[config.mk]
export PLATFORM = sky130hd
export DESIGN_NAME = smb_evt_router
export DESIGN_NICKNAME = d
export VERILOG_FILES = /design/src/rtl/smb_evt_pkg.sv /design/src/rtl/smb_alert_sync.sv /design/src/rtl/smb_evt_status.sv /design/src/rtl/smb_evt_route.sv /design/src/rtl/smb_evt_router.sv
export SDC_FILE = /design/constraint.sdc
export NUM_CORES = 1
export LEC_CHECK = 0
export BUFFER_PORTS_ARGS = -buffer_cell sky130_fd_sc_hd__buf_2
export CAP_MARGIN = 25
export CELL_PAD_IN_SITES_DETAIL_PLACEMENT = 1
export CELL_PAD_IN_SITES_GLOBAL_PLACEMENT = 1
export CORE_MARGIN = 4
export CORE_UTILIZATION = 26
export DETAILED_ROUTE_END_ITERATION = 10
export HOLD_SLACK_MARGIN = 0.08
export MAX_ROUTING_LAYER = met4
export PLACE_DENSITY_LB_ADDON = 0.1
export SLEW_MARGIN = 10
export SYNTH_ARGS = -nofsm -noshare
export SYNTH_HDL_FRONTEND = slang
export SYNTH_SLANG_ARGS = --single-unit
[constraint.sdc]
create_clock -name clk -period 1.3 [get_ports clk]
set_input_delay 0.13 -clock clk [delete_from_list [all_inputs] [get_ports clk]]
set_output_delay 0.13 -clock clk [all_outputs]
set_load 0.1 [all_outputs]
[src/rtl/smb_evt_pkg.sv]
`timescale 1ns/1ps
package smb_evt_pkg;
  localparam int STS_W     = 8;
  localparam int HOST_W    = 4;
  localparam int NTF_BIT   = 0;
  localparam int HOST_LO   = 1;
  localparam int ALERT_BIT = 5;
  localparam int TCMD_BIT  = 6;

  typedef struct packed {
    logic irq_en;
    logic smi_en;
    logic alert_dis;
    logic ntf_irq_en;
    logic ntf_wake_en;
  } route_cfg_t;

  // Returns {smi, irq} for one pending source: when the path is open the
  // request goes to SMI if smi_sel is set, otherwise to the interrupt.
  function automatic logic [1:0] steer(input logic pending,
                                       input logic path_on,
                                       input logic smi_sel);
    logic [1:0] r;
    r = 2'b00;
    if (pending && path_on) begin
      if (smi_sel) r = 2'b10;
      else         r = 2'b01;
    end
    return r;
  endfunction
endpackage

[src/rtl/smb_alert_sync.sv]
`timescale 1ns/1ps
module smb_alert_sync #(
  parameter int STAGES = 2
) (
  input  logic clk,
  input  logic rst_n,
  input  logic alert_n,
  output logic alert_edge
);
  logic [STAGES-1:0] chain;
  logic              prev_q;
  logic              synced_n;

  generate
    if (STAGES == 1) begin : g_one
      always_ff @(posedge clk or negedge rst_n) begin
        if (!rst_n) chain <= 1'b1;
        else        chain <= alert_n;
      end
    end else begin : g_many
      always_ff @(posedge clk or negedge rst_n) begin
        if (!rst_n) chain <= '1;
        else        chain <= {chain[STAGES-2:0], alert_n};
      end
    end
  endgenerate

  assign synced_n = chain[STAGES-1];

  always_ff @(posedge clk or negedge rst_n) begin
    if (!rst_n) prev_q <= 1'b1;
    else        prev_q <= synced_n;
  end

  assign alert_edge = prev_q & ~synced_n;


  single_edge_chk: assert property (@(posedge clk) disable iff (!rst_n)
    alert_edge |=> !alert_edge);
endmodule

[src/rtl/smb_evt_status.sv]
`timescale 1ns/1ps
module smb_evt_status #(
  parameter int W = 8
) (
  input  logic         clk,
  input  logic         rst_n,
  input  logic [W-1:0] set_vec,
  input  logic         clr_en,
  input  logic [W-1:0] clr_vec,
  output logic [W-1:0] sts
);
  logic [W-1:0] clr_eff;
  assign clr_eff = clr_en ? clr_vec : '0;

  genvar i;
  generate
    for (i = 0; i < W; i++) begin : g_bit
      always_ff @(posedge clk or negedge rst_n) begin
        if (!rst_n)          sts[i] <= 1'b0;
        else if (set_vec[i]) sts[i] <= 1'b1;
        else if (clr_eff[i]) sts[i] <= 1'b0;
      end
    end
  endgenerate


  set_wins_chk: assert property (@(posedge clk) disable iff (!rst_n)
    (set_vec != '0) |=> ((sts & $past(set_vec)) == $past(set_vec)));

  clear_takes_chk: assert property (@(posedge clk) disable iff (!rst_n)
    clr_en |=> ((sts & $past(clr_vec & ~set_vec)) == '0));

  sticky_hold_chk: assert property (@(posedge clk) disable iff (!rst_n)
    !clr_en |=> ((sts & $past(sts)) == $past(sts)));
endmodule

[src/rtl/smb_evt_route.sv]
`timescale 1ns/1ps
module smb_evt_route
  import smb_evt_pkg::*;
#(
  parameter int HW = 4
) (
  input  logic          clk,
  input  logic          rst_n,
  input  route_cfg_t    cfg,
  input  logic [HW-1:0] host_sts,
  input  logic          alert_sts,
  input  logic          ntf_sts,
  input  logic          tcmd_sts,
  input  logic          alert_edge,
  input  logic          tcmd_evt,
  input  logic          ntf_evt,
  input  logic          asleep,
  output logic          irq_o,
  output logic          smi_o,
  output logic          wake_o
);
  logic       host_any;
  logic [1:0] host_req;
  logic [1:0] alert_req;
  logic [1:0] ntf_req;
  logic [1:0] tcmd_req;
  logic       wake_src;
  logic       wake_q;

  assign host_any  = |host_sts;
  assign host_req  = steer(host_any,  cfg.irq_en, cfg.smi_en);
  assign alert_req = steer(alert_sts, ~cfg.alert_dis & (cfg.irq_en | cfg.smi_en),
                           cfg.smi_en);
  assign ntf_req   = steer(ntf_sts,   cfg.ntf_irq_en, cfg.smi_en);
  assign tcmd_req  = steer(tcmd_sts,  1'b1, 1'b1);

  assign irq_o = host_req[0] | alert_req[0] | ntf_req[0] | tcmd_req[0];
  assign smi_o = host_req[1] | alert_req[1] | ntf_req[1] | tcmd_req[1];

  assign wake_src = alert_edge | (tcmd_evt & asleep) | (ntf_evt & cfg.ntf_wake_en);

  always_ff @(posedge clk or negedge rst_n) begin
    if (!rst_n) wake_q <= 1'b0;
    else        wake_q <= wake_src;
  end
  assign wake_o = wake_q;


  irq_needs_no_smi_chk: assert property (@(posedge clk) disable iff (!rst_n)
    irq_o |-> !cfg.smi_en);

  idle_quiet_chk: assert property (@(posedge clk) disable iff (!rst_n)
    (!host_any && !alert_sts && !ntf_sts && !tcmd_sts) |-> (!irq_o && !smi_o));

  host_smi_chk: assert property (@(posedge clk) disable iff (!rst_n)
    (cfg.irq_en && cfg.smi_en && host_any) |-> smi_o);

  wake_cause_chk: assert property (@(posedge clk) disable iff (!rst_n)
    !wake_src |=> !wake_o);
endmodule

[src/rtl/smb_evt_router.sv]
`timescale 1ns/1ps
module smb_evt_router
  import smb_evt_pkg::*;
#(
  parameter int SYNC_STAGES = 2
) (
  input  logic             clk,
  input  logic             rst_n,
  input  logic             alert_n,
  input  logic [HOST_W-1:0] host_evt_i,
  input  logic             tgt_wake_cmd_i,
  input  logic             notify_evt_i,
  input  logic             sys_asleep_i,
  input  logic             irq_en_i,
  input  logic             smi_en_i,
  input  logic             alert_dis_i,
  input  logic             ntf_irq_en_i,
  input  logic             ntf_wake_en_i,
  input  logic             sts_wr_en_i,
  input  logic [STS_W-1:0] sts_wr_data_i,
  output logic [STS_W-1:0] status_o,
  output logic             irq_o,
  output logic             smi_o,
  output logic             wake_o
);
  route_cfg_t       cfg;
  logic             alert_edge;
  logic             tcmd_awake;
  logic [STS_W-1:0] set_vec;
  logic [STS_W-1:0] sts;

  assign cfg.irq_en      = irq_en_i;
  assign cfg.smi_en      = smi_en_i;
  assign cfg.alert_dis   = alert_dis_i;
  assign cfg.ntf_irq_en  = ntf_irq_en_i;
  assign cfg.ntf_wake_en = ntf_wake_en_i;

  smb_alert_sync #(.STAGES(SYNC_STAGES)) u_sync (
    .clk        (clk),
    .rst_n      (rst_n),
    .alert_n    (alert_n),
    .alert_edge (alert_edge)
  );

  assign tcmd_awake = tgt_wake_cmd_i & ~sys_asleep_i;

  always_comb begin
    set_vec = '0;
    set_vec[NTF_BIT]                   = notify_evt_i;
    set_vec[HOST_LO +: HOST_W]         = host_evt_i;
    set_vec[ALERT_BIT]                 = alert_edge;
    set_vec[TCMD_BIT]                  = tcmd_awake;
  end

  smb_evt_status #(.W(STS_W)) u_status (
    .clk     (clk),
    .rst_n   (rst_n),
    .set_vec (set_vec),
    .clr_en  (sts_wr_en_i),
    .clr_vec (sts_wr_data_i),
    .sts     (sts)
  );

  smb_evt_route #(.HW(HOST_W)) u_route (
    .clk        (clk),
    .rst_n      (rst_n),
    .cfg        (cfg),
    .host_sts   (sts[HOST_LO +: HOST_W]),
    .alert_sts  (sts[ALERT_BIT]),
    .ntf_sts    (sts[NTF_BIT]),
    .tcmd_sts   (sts[TCMD_BIT]),
    .alert_edge (alert_edge),
    .tcmd_evt   (tgt_wake_cmd_i),
    .ntf_evt    (notify_evt_i),
    .asleep     (sys_asleep_i),
    .irq_o      (irq_o),
    .smi_o      (smi_o),
    .wake_o     (wake_o)
  );

  assign status_o = sts;


  alert_records_chk: assert property (@(posedge clk) disable iff (!rst_n)
    alert_edge |=> (status_o[ALERT_BIT] && wake_o));

  tcmd_sleep_wake_chk: assert property (@(posedge clk) disable iff (!rst_n)
    (tgt_wake_cmd_i && sys_asleep_i) |=> wake_o);

  tcmd_awake_smi_chk: assert property (@(posedge clk) disable iff (!rst_n)
    (tgt_wake_cmd_i && !sys_asleep_i) |=> (status_o[TCMD_BIT] && smi_o));

  notify_wake_chk: assert property (@(posedge clk) disable iff (!rst_n)
    (notify_evt_i && ntf_wake_en_i) |=> (wake_o && status_o[NTF_BIT]));

  top_bit_zero_chk: assert property (@(posedge clk) disable iff (!rst_n)
    !status_o[STS_W-1]);
endmodule

# --- Word level (Yosys, flattened, before mapping) ---
# Index checks and enable logic that the tools add are counted.
op_classes:
  mux: 20
  n_bitwise: 17
  reduce_logical: 11
ops:
  columns: ["op", "n"]
  rows:
  - ["1-bit 2-to-1 mux", 14]
  - ["2-bit nonzero test", 7]
  - ["2-bit 2-to-1 mux", 5]
  - ["1-bit bitwise OR", 9]
  - ["7-bit 2-to-1 mux", 1]
  - ["1-bit bitwise AND", 5]
  - ["4-bit OR reduction", 1]
  - ["1-bit logical AND", 3]
  - ["1-bit NOT", 3]
word_totals:
  reg_bits: 11
  word_cells: 58

# --- Depth between registers and ports, before layout ---
depth:
  depth_word: 7
  ltp_mapped: 3
  depth_no_buf: 3

# --- By module ---
# Synthesis repeated with hierarchy kept, for this count alone.
unflattened:
  hier_cells: 40
  area_unflattened_um2: 493.0
by_module_without_submodules:
  columns: ["module", "n_inst", "cells_per_inst", "area_each_um2"]
  rows:
  - ["smb_evt_status", 1, 25, 297.8]
  - ["smb_alert_sync", 1, 4, 92.6]
  - ["smb_evt_route", 1, 9, 85.1]
  - ["smb_evt_router", 1, 2, 17.5]

# --- Least setup slack after synthesis ---
# OpenSTA, ideal clock, no wires.
synth_timing:
  kind: "reg-to-output"
  start: "register u_status.sts[1]"
  end: "output port irq_o"
  arrival_time_ns: 2.641
  required_ns: 1.170
  slack_ns: -1.471
  path_stages_with_launch: 4
  path_cell_list: "dfrtp_1 -> o41ai_2 -> o311ai_1 -> nor2b_1"
synth_via:
  elab_chain_cells: 6
synth_lines:
  columns: ["element", "line_no", "text"]
  rows:
  - ["from (decl)", "smb_evt_status.sv:10", "output logic [W-1:0] sts"]
  - ["from (signal, indexed assignment)", "smb_evt_status.sv:19", "if (!rst_n) sts[i] <= 1'b0;"]
  - ["from (signal, indexed assignment)", "smb_evt_status.sv:20", "else if (set_vec[i]) sts[i] <= 1'b1;"]
  - ["from (signal, indexed assignment)", "smb_evt_status.sv:21", "else if (clr_eff[i]) sts[i] <= 1'b0;"]
  - ["4-bit OR reduction", "smb_evt_route.sv:30", "assign host_any = |host_sts;"]
  - ["1-bit logical AND", "smb_evt_pkg.sv:25", "if (pending && path_on) begin"]
  - ["2-bit 2-to-1 mux", "smb_evt_pkg.sv:25", null]
  - ["1-bit bitwise OR (3 in a row)", "smb_evt_route.sv:37", "assign irq_o = host_req[0] | alert_req[0] | ntf_req[0] | tcmd_req[0];"]
  - ["to (decl)", "smb_evt_router.sv:22", "output logic irq_o,"]
# No other way between the ends.

# --- Final worst setup path ---
layout_timing:
  start: "register u_status.sts[1]"
  end: "output port smi_o"
layout_via:
  elab_chain_cells: 6
layout_lines:
  columns: ["element", "line_no", "text"]
  rows:
  - ["4-bit OR reduction", "smb_evt_route.sv:30", null]
  - ["1-bit logical AND", "smb_evt_pkg.sv:25", null]
  - ["2-bit 2-to-1 mux", "smb_evt_pkg.sv:25", null]
  - ["1-bit bitwise OR (3 in a row)", "smb_evt_route.sv:38", "assign smi_o = host_req[1] | alert_req[1] | ntf_req[1] | tcmd_req[1];"]
  - ["to (decl)", "smb_evt_router.sv:23", "output logic smi_o,"]
# No other way between the ends.

==> run_results.csv <==
group,metric,value,unit
synth,muxShareOfSynthArea,0,%
global_routing,groute.layer.met2.usage,25.4,%
drt,detail_route.wl_per_cell,12.4,um
finish,share_of_final_layout_standard_cells_stronger_than_drive_strength_1,59.1,%
hold_path,hp-class,"primary input to flop",
global_routing,grt_max_degree,12,
drt,drt.antenna.violating_nets,0,
clock_tree,clk-insertion-delay-late,0.26,ns
outcome,failed_checks,"setup timing",
floorplan,placementRows,15,
power_and_ir_drop,pwr_density_cell,1100,nW/um^2
global_routing,vias_in_the_first_global_route,582,
placement,number_of_placed_cells_counting_well_taps,105,
critical_path,critPathLaunchType,"flop",
finish,total_inserted_antenna_cells,0,
global_routing,number_of_antenna_violations_at_the_first_check_in_global_routing,0,
timing,fmax,558,MHz
finish,layout-area-overhead-vs-synth,109,%
run,max_cap_viol_count,0,
synth,synthSimpleGateAreaFrac,15.0,%
timing,setup_viol,2,
synth,synth.cell_area,467,sq um
clock_tree,clock_path_buffers,2,
clock_tree,cts-htree-levels,1,
critical_path,worstPathArrival,1.66,ns
placement,place.port_buffers,32,
drt,drc,0,
floorplan,boundaryPins,35,
timing,final.setup.worst_slack,-0.491,ns
placement,place.detailed.hpwl,1.12,mm
timing,final.setup.tns,-0.906,ns
finish,layout.cells.non_filler,118,
synth,yosysSeqAreaShare,59.8,%
synth,post_synth.cell_area_avg,10.6,sq um
power_and_ir_drop,power.total,0.00107,W
clock_tree,worst_setup_hold_path_clk_slew,0.07,ns
synth,synth.top_cells.by_area,"dfrtp_1 (43%), dfstp_2 (17%), nand2_1 (10%)",
power_and_ir_drop,p_leak,0.486,nW
synth,yosys.area_share.xor_xnor,0,%
global_routing,gr-total-overflow,0,
synth,syn-num-nets,68,
placement,pre_cts_slack,-0.304,ns
synth,dominant_combinational_cell_family_by_area_after_synthesis,"compound AO/OA/AOI/OAI gates",
floorplan,core,1710,sq um
clock_tree,cts_root_buf,"clkbuf_4",
timing,period_needed,1.79,ns
timing,final_max_slew_viol_count,0,
placement,finalWeightedCongestion,0.717,
drt,drt_iter0_markers,1,
clock_tree,tritoncts,"done",
outcome,status,"finished with violations",
synth,post_synth_inst_count,44,
clock_tree,tritoncts_num_sinks,11,
timing,fin_hold_ws,0.0892,ns
floorplan,fp.dieW,50.4,um
finish,final_common_cell,"buf_2",
critical_path,crit_path_category,"flop to output pin",
finish,design.final.nets,118,
synth,synth_largest_type_area_fraction,42.9,%
critical_path,reg2reg_setup_slack,0.37,ns
global_routing,grt_util_met1,13.7,%
synth,ys.warnings.count,0,
floorplan,start_util,27.3,%
critical_path,timing.critical_path.required,1.17,ns
synth,synth-adder-area-share,0,%
critical_path,crit_path_end_kind,"output pin",
synth,synth-compound-area-share,16.4,%
timing,finalCritPeriodShare,138,%
drt,first_pass_iters,2,
drt,routed_wl,1.47,mm
floorplan,die_height,50.4,um
synth,synth_area_leader_cell,"dfrtp_1",
floorplan,die_area,2540,sq um
drt,route.vias.total,495,
global_routing,gr_met3_demand_resource,2.67,%
finish,final_cell_mix,"buf_2 (24), nand2_1 (13), dlygate4sd3_1 (9)",
drt,via_per_inst,4.19,
critical_path,critical_path.max_fanout,2,
timing,hold_violations,0,
global_routing,grt_first_pass_wirelength,2.53,mm
clock_tree,tritoncts_buffers,3,
global_routing,global_route.peak_usage_layer,"met2",
global_routing,grt_util_all_layers,13.4,%
power_and_ir_drop,ir_worst_vdd,0.000676,V
timing,setup_repair_after_global_routing_missed_its_margin,"true",
synth,post_synthesis_register_bit_count,11,
synth,synth.lib_cells_used.distinct,15,
timing,clock-skew-final,0.00869,ns
==> timing repair <==
action / 4_1_cts / 5_1_grt
resized for setup: 10 / 0
setup buffers: 0 / 0
endpoints found under the hold margin: 19 / 0
hold buffers: 9 / 0
pin swaps: 1 / 0
endpoints found under the setup margin: 2 / 2
==> cell type report <==
class / instances / area [sq um]
clock buffer: 4 / 26.3
fill: 194 / 734
inverter: 2 / 7.51
multi-input combinational: 27 / 184
sequential: 11 / 294
tap: 25 / 31.3
timing repair buffer: 49 / 430
==> Yosys cell counts <==
library cell,n
nand2b_1,1
a21o_1,5
nand3_1,1
o21ai_0,1
conb_1,1
nor2b_1,1
nand2_1,13
buf_4,4
dfstp_2,3
nor2_1,1
o311ai_1,1
dfrtp_1,8
a21o_2,1
inv_1,2
o41ai_2,1
==> power breakdown <==
part           internal (W)  total, W  leakage, nW  switching, W
sequential         0.000376  0.000395        0.114     0.0000188
clock              0.000118  0.000227       0.0150      0.000108
combinational      0.000170  0.000453        0.357      0.000283
==> registers in the layout, indices dropped and copies added, names as in the netlist <==
register	flops
u_sync.chain	2
u_route.wake_o	1
u_status.sts	7
u_sync.prev_q	1
==> stage by stage <==
stage / util [%] / area (sq um)
final: 57.0 / 973
after global routing: 57.0 / 973
after CTS: 57.0 / 973
after detailed placement: 47.3 / 808
after global placement: 47.3 / 808
after floorplan: - / 497
==> worst max-delay path, cell delays in order, from the launching register on <==
cell and delay, ns:
dfrtp_4 0.49, o41ai_4 0.35, o311ai_2 0.17, a21o_4 0.24
buf_12 0.16
==> cells by family (layout without fill, tap and decap cells) <==
family / count (synthesis) / count (layout)
other cells: 1 / 1
compound gates: 9 / 9
flops: 11 / 11
simple gates: 17 / 17
buf+inv: 6 / 55
==> layer usage <==
layer  wire, um  share of wire [%]  vias to the layer above
met5          0                  0                        -
met4          4               0.27                        0
met3        113                7.7                        2
met2        806                 55                       24
met1        544                 37                      231
li1           -                  -                      238
==> path summary, 6_finish.rpt <==
check | from | endpoint | cells after the start
worst max-delay path | u_status.sts[1] | smi_o | 4
worst min-delay path | tgt_wake_cmd_i | u_route.wake_o | 3
worst max register to register | u_status.sts[1] | u_status.sts[1] | 2
worst min register to register | u_sync.chain[0] | u_sync.chain[1] | 0
max in group asynchronous | rst_n | u_sync.prev_q | 2
min in group asynchronous | rst_n | u_route.wake_o | 2
Power figures use the tool's default switching activity.
